<file path="src/rtl/msr_pkg.sv">
package msr_pkg;

    localparam int unsigned MSR_W = 64;
    typedef logic [MSR_W-1:0] msr_t;

    // Field positions inside the register
    localparam int unsigned B_LE  = 0;
    localparam int unsigned B_DS  = 1;
    localparam int unsigned B_IS  = 2;
    localparam int unsigned B_DR  = 4;
    localparam int unsigned B_IR  = 5;
    localparam int unsigned B_EP  = 6;
    localparam int unsigned B_FE1 = 8;
    localparam int unsigned B_BE  = 9;
    localparam int unsigned B_SE  = 10;
    localparam int unsigned B_FE0 = 11;
    localparam int unsigned B_FP  = 13;
    localparam int unsigned B_PR  = 14;
    localparam int unsigned B_EE  = 15;
    localparam int unsigned B_TS  = 17;
    localparam int unsigned B_PW  = 18;
    localparam int unsigned B_VEC = 25;
    localparam int unsigned B_GS  = 28;
    localparam int unsigned B_CM  = 31;
    localparam int unsigned B_HV  = 60;
    localparam int unsigned B_SF  = 63;

    function automatic msr_t bit_at(input int unsigned pos);
        return msr_t'(1) << pos;
    endfunction

    // Bits that reach the mode-flags vector; FE0/FE1 deliberately absent
    localparam msr_t MODE_FLAG_MASK =
        bit_at(B_VEC) | bit_at(B_PR) | bit_at(B_FP) | bit_at(B_SE) |
        bit_at(B_BE)  | bit_at(B_LE) | bit_at(B_IR) | bit_at(B_DR) |
        bit_at(B_CM)  | bit_at(B_SF) | bit_at(B_HV);

    localparam msr_t PRIV_FORCE_BITS = bit_at(B_EE) | bit_at(B_IR) | bit_at(B_DR);

    localparam logic [31:0] VEC_PREFIX_HIGH = 32'hFFF0_0000;

    typedef enum logic {
        XM_SERVER   = 1'b0,
        XM_EMBEDDED = 1'b1
    } xlat_model_e;

    typedef struct packed {
        msr_t value;
        logic xlat_chg;
        logic swap_chg;
    } wr_result_t;

endpackage

</file>
<file path="src/rtl/msr_write_filter.sv">
module msr_write_filter
    import msr_pkg::*;
#(
    parameter msr_t WRITE_MASK = '1,
    parameter bit   SHADOW_EN  = 1'b1
) (
    input  msr_t        cur,
    input  msr_t        wdata,
    input  logic        hv_alter_ok,
    input  logic        seg64_cap,
    input  xlat_model_e model,
    output wr_result_t  res
);

    msr_t masked;
    msr_t protected_v;
    logic hv_may_change;

    assign masked        = wdata & WRITE_MASK;
    assign hv_may_change = hv_alter_ok && cur[B_HV];

    always_comb begin
        protected_v       = masked;
        protected_v[B_HV] = hv_may_change ? masked[B_HV] : cur[B_HV];
    end

    always_comb begin
        res.xlat_chg = (protected_v[B_IR] ^ cur[B_IR]) |
                       (protected_v[B_DR] ^ cur[B_DR]) |
                       ((model == XM_EMBEDDED) && (protected_v[B_GS] ^ cur[B_GS]));
        res.swap_chg = SHADOW_EN && (protected_v[B_TS] ^ cur[B_TS]);
        if (seg64_cap && protected_v[B_PR]) begin
            res.value = protected_v | PRIV_FORCE_BITS;
        end else begin
            res.value = protected_v;
        end
    end

endmodule

</file>
<file path="src/rtl/msr_ctx_index.sv">
module msr_ctx_index
    import msr_pkg::*;
#(
    parameter bit DATA_SIDE = 1'b0
) (
    input  xlat_model_e model,
    input  logic        pr,
    input  logic        hv,
    input  logic        gs,
    input  logic        ir,
    input  logic        dr,
    input  logic        isp,
    input  logic        dsp,
    output logic [2:0]  idx
);

    logic reloc;
    logic space;

    assign reloc = DATA_SIDE ? dr  : ir;
    assign space = DATA_SIDE ? dsp : isp;

    always_comb begin
        idx[0] = ~pr;
        if (model == XM_EMBEDDED) begin
            idx[1] = space;
            idx[2] = gs;
        end else begin
            idx[1] = ~reloc;
            idx[2] = hv;
        end
    end

endmodule

</file>
<file path="src/rtl/msr_update_unit.sv">
module msr_update_unit
    import msr_pkg::*;
#(
    parameter msr_t WRITE_MASK = 64'hFF00_FFFF_FFFF_FF7F,
    parameter msr_t RESET_VAL  = 64'h1000_0000_0000_0000,
    parameter bit   SHADOW_EN  = 1'b1
) (
    input  logic        clk,
    input  logic        rst,
    input  logic        wr_en,
    input  logic [63:0] wr_data,
    input  logic        hv_alter_ok,
    input  logic        embedded_mode,
    input  logic        seg64_cap,
    input  logic        irq_pending,
    input  logic [63:0] ext_flags,
    output logic [63:0] msr_q,
    output logic [2:0]  ictx,
    output logic [2:0]  dctx,
    output logic [63:0] mode_flags,
    output logic        xlat_change,
    output logic        shadow_swap,
    output logic [31:0] vec_prefix,
    output logic        halt_req
);

    localparam int unsigned N_SIDES = 2;

    xlat_model_e model;
    wr_result_t  res;
    logic [2:0]  ctx [N_SIDES];

    assign model = embedded_mode ? XM_EMBEDDED : XM_SERVER;

    msr_write_filter #(
        .WRITE_MASK (WRITE_MASK),
        .SHADOW_EN  (SHADOW_EN)
    ) u_filter (
        .cur         (msr_q),
        .wdata       (wr_data),
        .hv_alter_ok (hv_alter_ok),
        .seg64_cap   (seg64_cap),
        .model       (model),
        .res         (res)
    );

    always_ff @(posedge clk) begin
        if (rst) begin
            msr_q       <= RESET_VAL;
            xlat_change <= 1'b0;
            shadow_swap <= 1'b0;
        end else begin
            xlat_change <= wr_en && res.xlat_chg;
            shadow_swap <= wr_en && res.swap_chg;
            if (wr_en) begin
                msr_q <= res.value;
            end
        end
    end

    for (genvar s = 0; s < N_SIDES; s++) begin : g_side
        msr_ctx_index #(
            .DATA_SIDE (s == 1)
        ) u_ctx (
            .model (model),
            .pr    (msr_q[B_PR]),
            .hv    (msr_q[B_HV]),
            .gs    (msr_q[B_GS]),
            .ir    (msr_q[B_IR]),
            .dr    (msr_q[B_DR]),
            .isp   (msr_q[B_IS]),
            .dsp   (msr_q[B_DS]),
            .idx   (ctx[s])
        );
    end

    assign ictx       = ctx[0];
    assign dctx       = ctx[1];
    assign mode_flags = (msr_q & MODE_FLAG_MASK) | ext_flags;
    assign vec_prefix = msr_q[B_EP] ? VEC_PREFIX_HIGH : 32'h0;
    assign halt_req   = msr_q[B_PW] && !irq_pending;

    // Hypervisor bit protected unless alteration allowed and already set
    assert_hv_hold_R2: assert property (@(posedge clk) disable iff (rst)
        (wr_en && !(hv_alter_ok && msr_q[B_HV])) |=> (msr_q[B_HV] == $past(msr_q[B_HV])));

    // Problem state on 64-bit segment cores forces EE/IR/DR
    assert_priv_force_R6: assert property (@(posedge clk) disable iff (rst)
        (wr_en && seg64_cap && wr_data[B_PR] && WRITE_MASK[B_PR])
        |=> (msr_q[B_EE] && msr_q[B_IR] && msr_q[B_DR]));

    // Translation pulse only follows a write strobe
    assert_xlat_after_write_R3: assert property (@(posedge clk) disable iff (rst)
        xlat_change |-> $past(wr_en));

    // Swap pulse only when the shadow-select bit actually flipped
    assert_swap_on_toggle_R4: assert property (@(posedge clk) disable iff (rst)
        shadow_swap |-> (msr_q[B_TS] != $past(msr_q[B_TS])));

    // No write: register stable and no pulses
    assert_idle_hold_R12: assert property (@(posedge clk) disable iff (rst)
        !wr_en |=> ($stable(msr_q) && !xlat_change && !shadow_swap));

endmodule

</file>
<file path="config.mk">
export PLATFORM = sky130hd
export DESIGN_NAME = msr_update_unit
export DESIGN_NICKNAME = d
export VERILOG_FILES = /design/src/rtl/msr_pkg.sv /design/src/rtl/msr_write_filter.sv /design/src/rtl/msr_ctx_index.sv /design/src/rtl/msr_update_unit.sv
export SDC_FILE = /design/constraint.sdc
export NUM_CORES = 1
export LEC_CHECK = 0
export ABC_AREA = 1
export BUFFER_PORTS_ARGS = -buffer_cell sky130_fd_sc_hd__buf_2
export CORE_AREA = 2 2 118 120
export CTS_CLUSTER_SIZE = 40
export DETAILED_ROUTE_END_ITERATION = 8
export DIE_AREA = 0 0 120 122
export GPL_TIMING_DRIVEN = 0
export PLACE_DENSITY = 0.57
export RECOVER_POWER = 25
export SYNTH_ARGS = -nofsm -noshare
export SYNTH_HDL_FRONTEND = slang
export SYNTH_SLANG_ARGS = --single-unit
</file>
<file path="constraint.sdc">
create_clock -name clk -period 1 [get_ports clk]
set_input_delay 0.1 -clock clk [delete_from_list [all_inputs] [get_ports clk]]
set_output_delay 0.1 -clock clk [all_outputs]
set_load 0.005 [all_outputs]
</file>
==> run summary, run 1 <==
final worst slack -> -168 ps
gr ovfl total -> 0
Peak VDD IR -> 0.805 mV
hold endpoint -> msr_q[57]
post-synthesis register bit count -> 57
Core Area -> 13500 um2
share of the synthesized area in the top cell type -> 0.388
pin count of the biggest net entering global routing -> 15
clock latency on the worst-skew pair -> 330 ps
status -> finished with violations
clock sinks -> 57
area delta synth->final -> 86.9%
Crit path max-delay family -> flip-flops
Post-Synthesis Cells -> 385
vias in the first global route -> 3034
Avg Cell Area, Syn -> 7.64 um2
crit path max-delay cell type -> dfxtp_4
max_cap viols -> 0
initial antenna violation count -> 0
RSZ-0062 raised after global routing -> yes
Wirelength per Cell -> 11.4 um
CTS tree -> built
area leader, netlist -> dfxtp_1
crit path cell chain -> nand2_1, o21ai_4, buf_6, buf_6
Place WS -> -106 ps
initial core utilization -> 0.218
DRT iter0 DRCs -> 60
vias per cell -> 3.73
gr usage total -> 0.130
PD cells -> 1410 nW/um2
Yosys cell types -> 18
register clock-pin slew on the reported worst setup and hold paths -> 50 ps
placed cells -> 804
first-pass GRT wire length -> 14600 um
Leak -> 2.94 nW
minimum clock period -> 1170 ps
top_reg_cell synth -> dfxtp_1
fin crit share -> 1.17
startpoint types -> register
CP Class -> register to primary output
crit path buf inv count -> 2
Post-synth top cells -> 107 x buf_4, 101 x nor2_1, 57 x dfxtp_1
gpl congestion -> 0.694
Final Max Tran Viols -> 0
H-Tree Depth -> 3
Die W -> 120 um
crit path DAT -> 1070 ps
Min-Delay Path Class -> input port to register
Crit path top cell by count -> buf_6
Crit path largest cell delay -> 350 ps
hold_ws -> 7.68 ps
Die Area -> 14600 um2
most common cell in the netlist -> buf_4
nets@finish -> 825
CP Data Required Time -> 900 ps
FF-to-FF Start -> msr_q[5]
top post-synthesis cells by area -> dfxtp_1 39%, buf_4 27%, nor2_1 13%, o21ai_0 9.5%, or2_2 2.3%
post-synthesis sequential area ratio -> 0.388
DRC viols -> 0
hold path start -> wr_data[57]
Ys Warns -> 0
Final Hold Viols -> 0
Mapped Area -> 2940 um2
f_max -> 856 MHz
CP max FO -> 3
Crit. End Element -> primary output
router iterations before antenna repair -> 4
share of post-route cells with drive strength above 1 -> 0.551
chip height -> 122 um
Post-DRT Antenna Nets -> 0
final cell count without fillers -> 875
input/output buffers -> 211
Setup violations, final -> 30
hpwl dp -> 7140 um
clk root buf -> clkbuf_16
# rows -> 43
Post-synth EDFFs -> 0
cts bufs inserted -> 9
Post-Route WL -> 9990 um
post-route clock skew -> 4.43 ps
asr flop ratio synth -> 0
R2R Setup Slk -> 70 ps
Ports -> 304
Clock Tree Buf Depth -> 2
r2r endpoint -> xlat_change
hold path depth -> 3
R2R cell count -> 7
violated checks -> negative setup slack
Ant. Diodes -> 0
vias -> 3268
==> state kept, by name, summed over array words and instances (netlist names) <==
name         cells
msr_q           55
shadow_swap      1
xlat_change      1
==> layer usage <==
layer / vias to the layer above / track usage / part of all wire
met4: 0 / 0.0500 / 0.018
li1: 1684 / - / -
met1: 1398 / 0.140 / 0.39
met2: 170 / 0.232 / 0.50
met3: 16 / 0.0473 / 0.089
met5: - / 0 / 0
==> placed cells by master (no fill, tap or decap), types with 4 or more instances in the layout <==
master,count
dfxtp_1,41
a21oi_1,6
clkbuf_16,9
nand2_1,13
dfxtp_2,12
buf_4,72
dlygate4sd3_1,45
clkbuf_4,30
dfxtp_4,4
nor2_1,99
buf_2,180
conb_1,29
or2_4,11
buf_6,48
clkbuf_1,11
o21ai_0,53
inv_1,8
==> worst register-to-register path, stage by stage (launching register included) <==
cell and delay [ps]:
dfxtp_4 350, buf_4 140, inv_1 40, nand2_1 40
nand2_1 60, nand2_2 60, nor2_2 90, nor2_1 50
==> logic make-up after synthesis <==
logic type      synth area share
compound gates             0.114
buf+inv                    0.324
flops                      0.388
other cells              0.00127
simple gates               0.173
==> cell type report <==
| cell class | instances | area, um2 |
|---|---|---|
| clock buffers | 11 | 243 |
| flip-flops and latches | 57 | 1170 |
| clock inverters | 5 | 103 |
| well taps | 180 | 225 |
| inverters | 13 | 53.8 |
| repair buffers | 268 | 1790 |
| multi-input cells | 223 | 1010 |
| plain buffers | 118 | 910 |
| fillers | 1394 | 8000 |
==> through the flow <==
step / TNS, ps / area [um2] / utilization / power, W
global route: -3860 / 5500 / 0.407 / 0.00816
finish: -2350 / 5500 / 0.407 / 0.00774
global placement: -129 / 4330 / 0.321 / 0.00386
floorplan: 0 / 3050 / - / 0.00327
detailed placement: -166 / 4330 / 0.321 / 0.00387
CTS: -3190 / 5440 / 0.403 / 0.00782
==> report_power, final <==
| group | switching [W] | internal [W] | leakage, nW | total [W] |
|---|---|---|---|---|
| sequential | 0.000100 | 0.00244 | 0.479 | 0.00254 |
| clock | 0.00107 | 0.00249 | 0.166 | 0.00357 |
| combinational | 0.000613 | 0.00102 | 2.29 | 0.00163 |
==> how the worst max path moves through the flow <==
stage / from / end / slack, ps / cells past startpoint
2_1_floorplan: msr_q[60] / ictx[2] / 150 / 3
3_3_place_gp: msr_q[60] / ictx[2] / -100 / 4
3_5_place_dp: msr_q[60] / ictx[2] / -110 / 4
4_1_cts: msr_q[60] / ictx[2] / -240 / 4
5_1_grt: msr_q[60] / ictx[2] / -230 / 4
6_report: msr_q[28] / ictx[2] / -170 / 4
==> what timing repair did <==
| action | 4_1_cts | 5_1_grt |
|---|---|---|
| hold endpoints to repair | 45 | 0 |
| gates cloned | 0 | 0 |
| pin swaps | 12 | 5 |
| hold buffers | 45 | 0 |
| gates resized for setup | 71 | 19 |
| buffers inserted | 11 | 1 |
| endpoints found under the setup margin | 38 | 45 |
(Power assumes the default switching activity.)
==> run 2, diff against run 1 <==
--- a/config.mk
+++ b/config.mk
@@ -8,10 +8,12 @@
 export ABC_AREA = 1
 export BUFFER_PORTS_ARGS = -buffer_cell sky130_fd_sc_hd__buf_2
 export CORE_AREA = 2 2 118 120
+export CTS_BUF_LIST = sky130_fd_sc_hd__clkbuf_8
 export CTS_CLUSTER_SIZE = 40
 export DETAILED_ROUTE_END_ITERATION = 8
 export DIE_AREA = 0 0 120 122
 export GPL_TIMING_DRIVEN = 0
+export MAX_ROUTING_LAYER = met4
 export PLACE_DENSITY = 0.57
 export RECOVER_POWER = 25
 export SYNTH_ARGS = -nofsm -noshare
==> run summary, run 2 (synthesized netlist as in run 1, its figures left out) <==
FILL cells -> 1386
# rows -> 43
placed cells -> 804
Leak -> 2.95 nW
RSZ-0062 raised after global routing -> yes
Ant. Diodes -> 0
cts bufs inserted -> 9
max_cap viols -> 0
Ports -> 304
violated checks -> negative setup slack
pin count of the biggest net entering global routing -> 15
clock sinks -> 57
initial antenna violation count -> 0
vias in the first global route -> 3100
Post-DRT Antenna Nets -> 0
hpwl dp -> 7140 um
number of flip-flops in the largest register -> 55
status -> finished with violations
final cell count without fillers -> 886
Wirelength per Cell -> 11.4 um
DRC viols -> 0
vias per cell -> 3.78
gr ovfl total -> 0
minimum clock period -> 1190 ps
Final Hold Viols -> 0
initial core utilization -> 0.218
nets@finish -> 836
Setup violations, final -> 36
register clock-pin slew on the reported worst setup and hold paths -> 70 ps
clk root buf -> clkbuf_8
input/output buffers -> 211
Top reg by flops -> msr_q
CP Data Required Time -> 900 ps
Place WS -> -106 ps
CP max FO -> 3
first-pass GRT wire length -> 14800 um
post-route clock skew -> 7.12 ps
Final Max Tran Viols -> 0
Die Area -> 14600 um2
CP Class -> register to primary output
gr usage total -> 0.136
router iterations before antenna repair -> 6
clock latency on the worst-skew pair -> 360 ps
Core Util, Final -> 0.408
most frequent cells in the layout -> 179 x buf_2, 99 x nor2_1, 76 x buf_4
area delta synth->final -> 87.3%
CTS tree -> built
Tot Pwr -> 0.00691 W
f_max -> 837 MHz
Post-Route WL -> 10100 um
crit path DAT -> 1090 ps
Clock Tree Buf Depth -> 2
chip height -> 122 um
DRT iter0 DRCs -> 83
share of post-route cells with drive strength above 1 -> 0.551
H-Tree Depth -> 3
Regs by FF count -> msr_q (55), shadow_swap (1), xlat_change (1)
Peak VDD IR -> 0.776 mV
gpl congestion -> 0.702
PD cells -> 1250 nW/um2
most common cell after layout, fill and taps aside -> buf_2
fin crit share -> 1.19
final worst slack -> -195 ps
vias -> 3351
Die W -> 120 um
R2R Setup Slk -> 70 ps
Min-Delay Path Class -> input port to register
Crit. End Element -> primary output
startpoint types -> register
Core Area -> 13500 um2
hold_ws -> 25.6 ps
run 2: changes by cell type in the layout (fill, tap and decap cells not counted), sizes merged:
cell         delta
buf             +5
inv             +1
clkbuf          -1
dlygate4sd3     +6
run 2: final timing paths:
kind	start	end	depth (start not counted)
worst min-delay path	wr_data[4]	msr_q[4]	3
worst max register to register	msr_q[5]	xlat_change	7
worst min register to register	msr_q[18]	msr_q[18]	2
worst max-delay path	msr_q[28]	ictx[2]	4
run 2: what timing repair did:
action / CTS / global route
endpoints found under the setup margin: 38 / 46
hold buffers: 51 / 0
endpoints found under the hold margin: 52 / 0
pin swaps: 13 / 5
buffers inserted: 11 / 5
resized for setup: 79 / 17
run 2: final cells by class:
type / instances / area (um2) / share of cell area
Timing Repair Buffer: 278 / 1880 / 0.341
Sequential cell: 57 / 1180 / 0.214
Multi-Input combinational cell: 223 / 1010 / 0.183
Buffer: 119 / 925 / 0.168
Tap cell: 180 / 225 / 0.0409
Clock buffer: 10 / 138 / 0.0250
Clock inverter: 6 / 106 / 0.0193
Inverter: 13 / 53.8 / 0.00976
run 2: per-layer routing:
| layer | GRT usage | share of wire |
|---|---|---|
| met5 | - | 0 |
| met4 | 0.0522 | 0.019 |
| met3 | 0.0412 | 0.081 |
| met2 | 0.238 | 0.50 |
| met1 | 0.143 | 0.40 |
run 2: stage by stage:
step	area [um2]	setup TNS (ps)
2_1_floorplan	3050	0
3_3_place_gp	4330	-129
3_5_place_dp	4330	-166
4_1_cts	5440	-4810
5_1_grt	5510	-5690
6_report	5510	-3550
run 2: where the power goes:
part	total (W)	internal (W)	switching, W
combinational	0.00168	0.00105	0.000623
clock	0.00270	0.00171	0.000988
sequential	0.00254	0.00243	0.000102
total	0.00691	0.00519	0.00171
run 2: critical path: stages (launching register included):
cell     delay [ps]
dfxtp_4         360
nand2_1         100
o21ai_4          70
buf_6           110
buf_6           100
==> run 3, diff against run 2 <==
--- a/config.mk
+++ b/config.mk
@@ -6,15 +6,15 @@
 export NUM_CORES = 1
 export LEC_CHECK = 0
 export ABC_AREA = 1
-export BUFFER_PORTS_ARGS = -buffer_cell sky130_fd_sc_hd__buf_2
 export CORE_AREA = 2 2 118 120
 export CTS_BUF_LIST = sky130_fd_sc_hd__clkbuf_8
 export CTS_CLUSTER_SIZE = 40
 export DETAILED_ROUTE_END_ITERATION = 8
 export DIE_AREA = 0 0 120 122
+export DONT_BUFFER_PORTS = 1
 export GPL_TIMING_DRIVEN = 0
 export MAX_ROUTING_LAYER = met4
-export PLACE_DENSITY = 0.57
+export PLACE_DENSITY = 0.37
 export RECOVER_POWER = 25
 export SYNTH_ARGS = -nofsm -noshare
 export SYNTH_HDL_FRONTEND = slang
==> run summary, run 3 (synthesized netlist as in run 1, its figures left out) <==
gr usage total -> 0.115
fin area -> 4180 um2
Min-Delay Path Class -> input port to register
Ant. Diodes -> 0
gr ovfl total -> 0
CP Class -> register to primary output
pin count of the biggest net entering global routing -> 15
nets@finish -> 621
number of flip-flops in the largest register -> 55
clock latency on the worst-skew pair -> 350 ps
Final Hold Viols -> 0
Ports -> 304
r2r endpoint -> xlat_change
hold path start -> wr_data[14]
Post-DRT Antenna Nets -> 0
Wirelength per Cell -> 13.0 um
area delta synth->final -> 42.0%
CTS tree -> built
Reg area -> 1170 um2
most frequent cells in the layout -> 100 x nor2_1, 67 x buf_4, 57 x dlygate4sd3_1
cts bufs inserted -> 9
crit path max-delay cell type -> dfxtp_2
post-route clock skew -> 3.20 ps
placement-stage cell area -> 3270 um2
hold endpoint -> msr_q[15]
first-pass GRT wire length -> 12200 um
FF-to-FF Start -> msr_q[4]
CP max FO -> 2
clk root buf -> clkbuf_8
initial core utilization -> 0.218
Tot Pwr -> 0.00579 W
Die W -> 120 um
Regs by FF count -> msr_q (55), shadow_swap (1), xlat_change (1)
hold path depth -> 2
placed cells -> 593
Crit. End Element -> primary output
vias -> 2594
initial antenna violation count -> 0
Crit path largest cell delay -> 330 ps
DRT iter0 DRCs -> 65
status -> finished with violations
FILL cells -> 1461
Peak VDD IR -> 0.625 mV
input/output buffers -> 0
RSZ-0062 raised after global routing -> yes
Final Max Tran Viols -> 0
Core Area -> 13500 um2
vias per cell -> 3.87
H-Tree Depth -> 3
gpl congestion -> 0.682
crit path DAT -> 1030 ps
max_cap viols -> 0
startpoint types -> register
f_max -> 883 MHz
final worst slack -> -132 ps
crit path cell chain -> buf_4, or2_4
CP Data Required Time -> 900 ps
PD cells -> 1390 nW/um2
Leak -> 1.96 nW
R2R Setup Slk -> 70 ps
router iterations before antenna repair -> 4
Multi-input gate area -> 1010 um2
Clock Tree Buf Depth -> 2
minimum clock period -> 1130 ps
Top reg by flops -> msr_q
hpwl dp -> 6460 um
violated checks -> negative setup slack
fin crit share -> 1.13
DRC viols -> 0
Die Area -> 14600 um2
R2R cell count -> 7
final cell count without fillers -> 670
Core Util, Final -> 0.309
chip height -> 122 um
# rows -> 43
clock sinks -> 57
Setup violations, final -> 25
vias in the first global route -> 2341
register clock-pin slew on the reported worst setup and hold paths -> 70 ps
Post-Route WL -> 8720 um
hold_ws -> 21.7 ps
share of post-route cells with drive strength above 1 -> 0.353
most common cell after layout, fill and taps aside -> nor2_1
## run 3: cell types whose count changed in the layout (fill, tap and decap cells not counted), sizes merged
cell	delta
buf	-225
clkbuf	+8
dlygate4sd3	+6
bufinv	-3
clkinv	-1
inv	-1
## run 3: area by class of cell
cell class / instances / share of cell area
sequential: 57 / 0.279
clock buffer: 14 / 0.0461
inverter: 13 / 0.0123
buffer: 120 / 0.218
multi-input combinational: 223 / 0.242
clock inverter: 1 / 0.00180
timing repair buffer: 62 / 0.147
tap: 180 / 0.0539
## run 3: per-stage QoR
stage	setup WS (ps)	TNS, ps
global route	-177	-1920
global placement	-46.9	-46.9
detailed placement	-34.7	-34.7
finish	-132	-549
floorplan	149	0
CTS	-160	-1530
## run 3: repair_timing
action,CTS,global route
cloned,0,0
hold buffers,57,0
resized for setup,39,7
buffers inserted,3,2
hold endpoints to repair,57,0
endpoints found under the setup margin,33,29
pin swaps,13,7
## run 3: worst max-delay path by stage
stage	cells past startpoint	slack, ps	endpoint	from
floorplan	3	150	ictx[2]	msr_q[60]
global placement	3	-50	ictx[2]	msr_q[60]
detailed placement	3	-30	ictx[2]	msr_q[60]
CTS	3	-160	ictx[2]	msr_q[60]
global route	2	-180	mode_flags[60]	msr_q[60]
finish	2	-130	mode_flags[60]	msr_q[60]
## run 3: power by group
group / switching [W] / leakage [nW] / internal (W)
clock: 0.000940 / 0.101 / 0.00122
sequential: 0.000143 / 0.478 / 0.00244
combinational: 0.000428 / 1.39 / 0.000621
total: 0.00151 / 1.96 / 0.00428
## run 3: critical path: cells and delay by family, from the launching register on
| kind | cells | cell delay [ps] |
|---|---|---|
| DFF | 1 | 330 |
| and+or+nand+nor | 1 | 220 |
| buffers and inverters | 1 | 130 |
## run 3: metal layers
| metal | share of wire | routed length (um) | vias up | GRT usage |
|---|---|---|---|---|
| li1 | - | - | 1274 | - |
| met1 | 0.38 | 3320 | 1151 | 0.124 |
| met2 | 0.51 | 4480 | 157 | 0.194 |
| met3 | 0.090 | 785 | 12 | 0.0379 |
| met4 | 0.015 | 131 | 0 | 0.0500 |
| met5 | 0 | 0 | - | - |
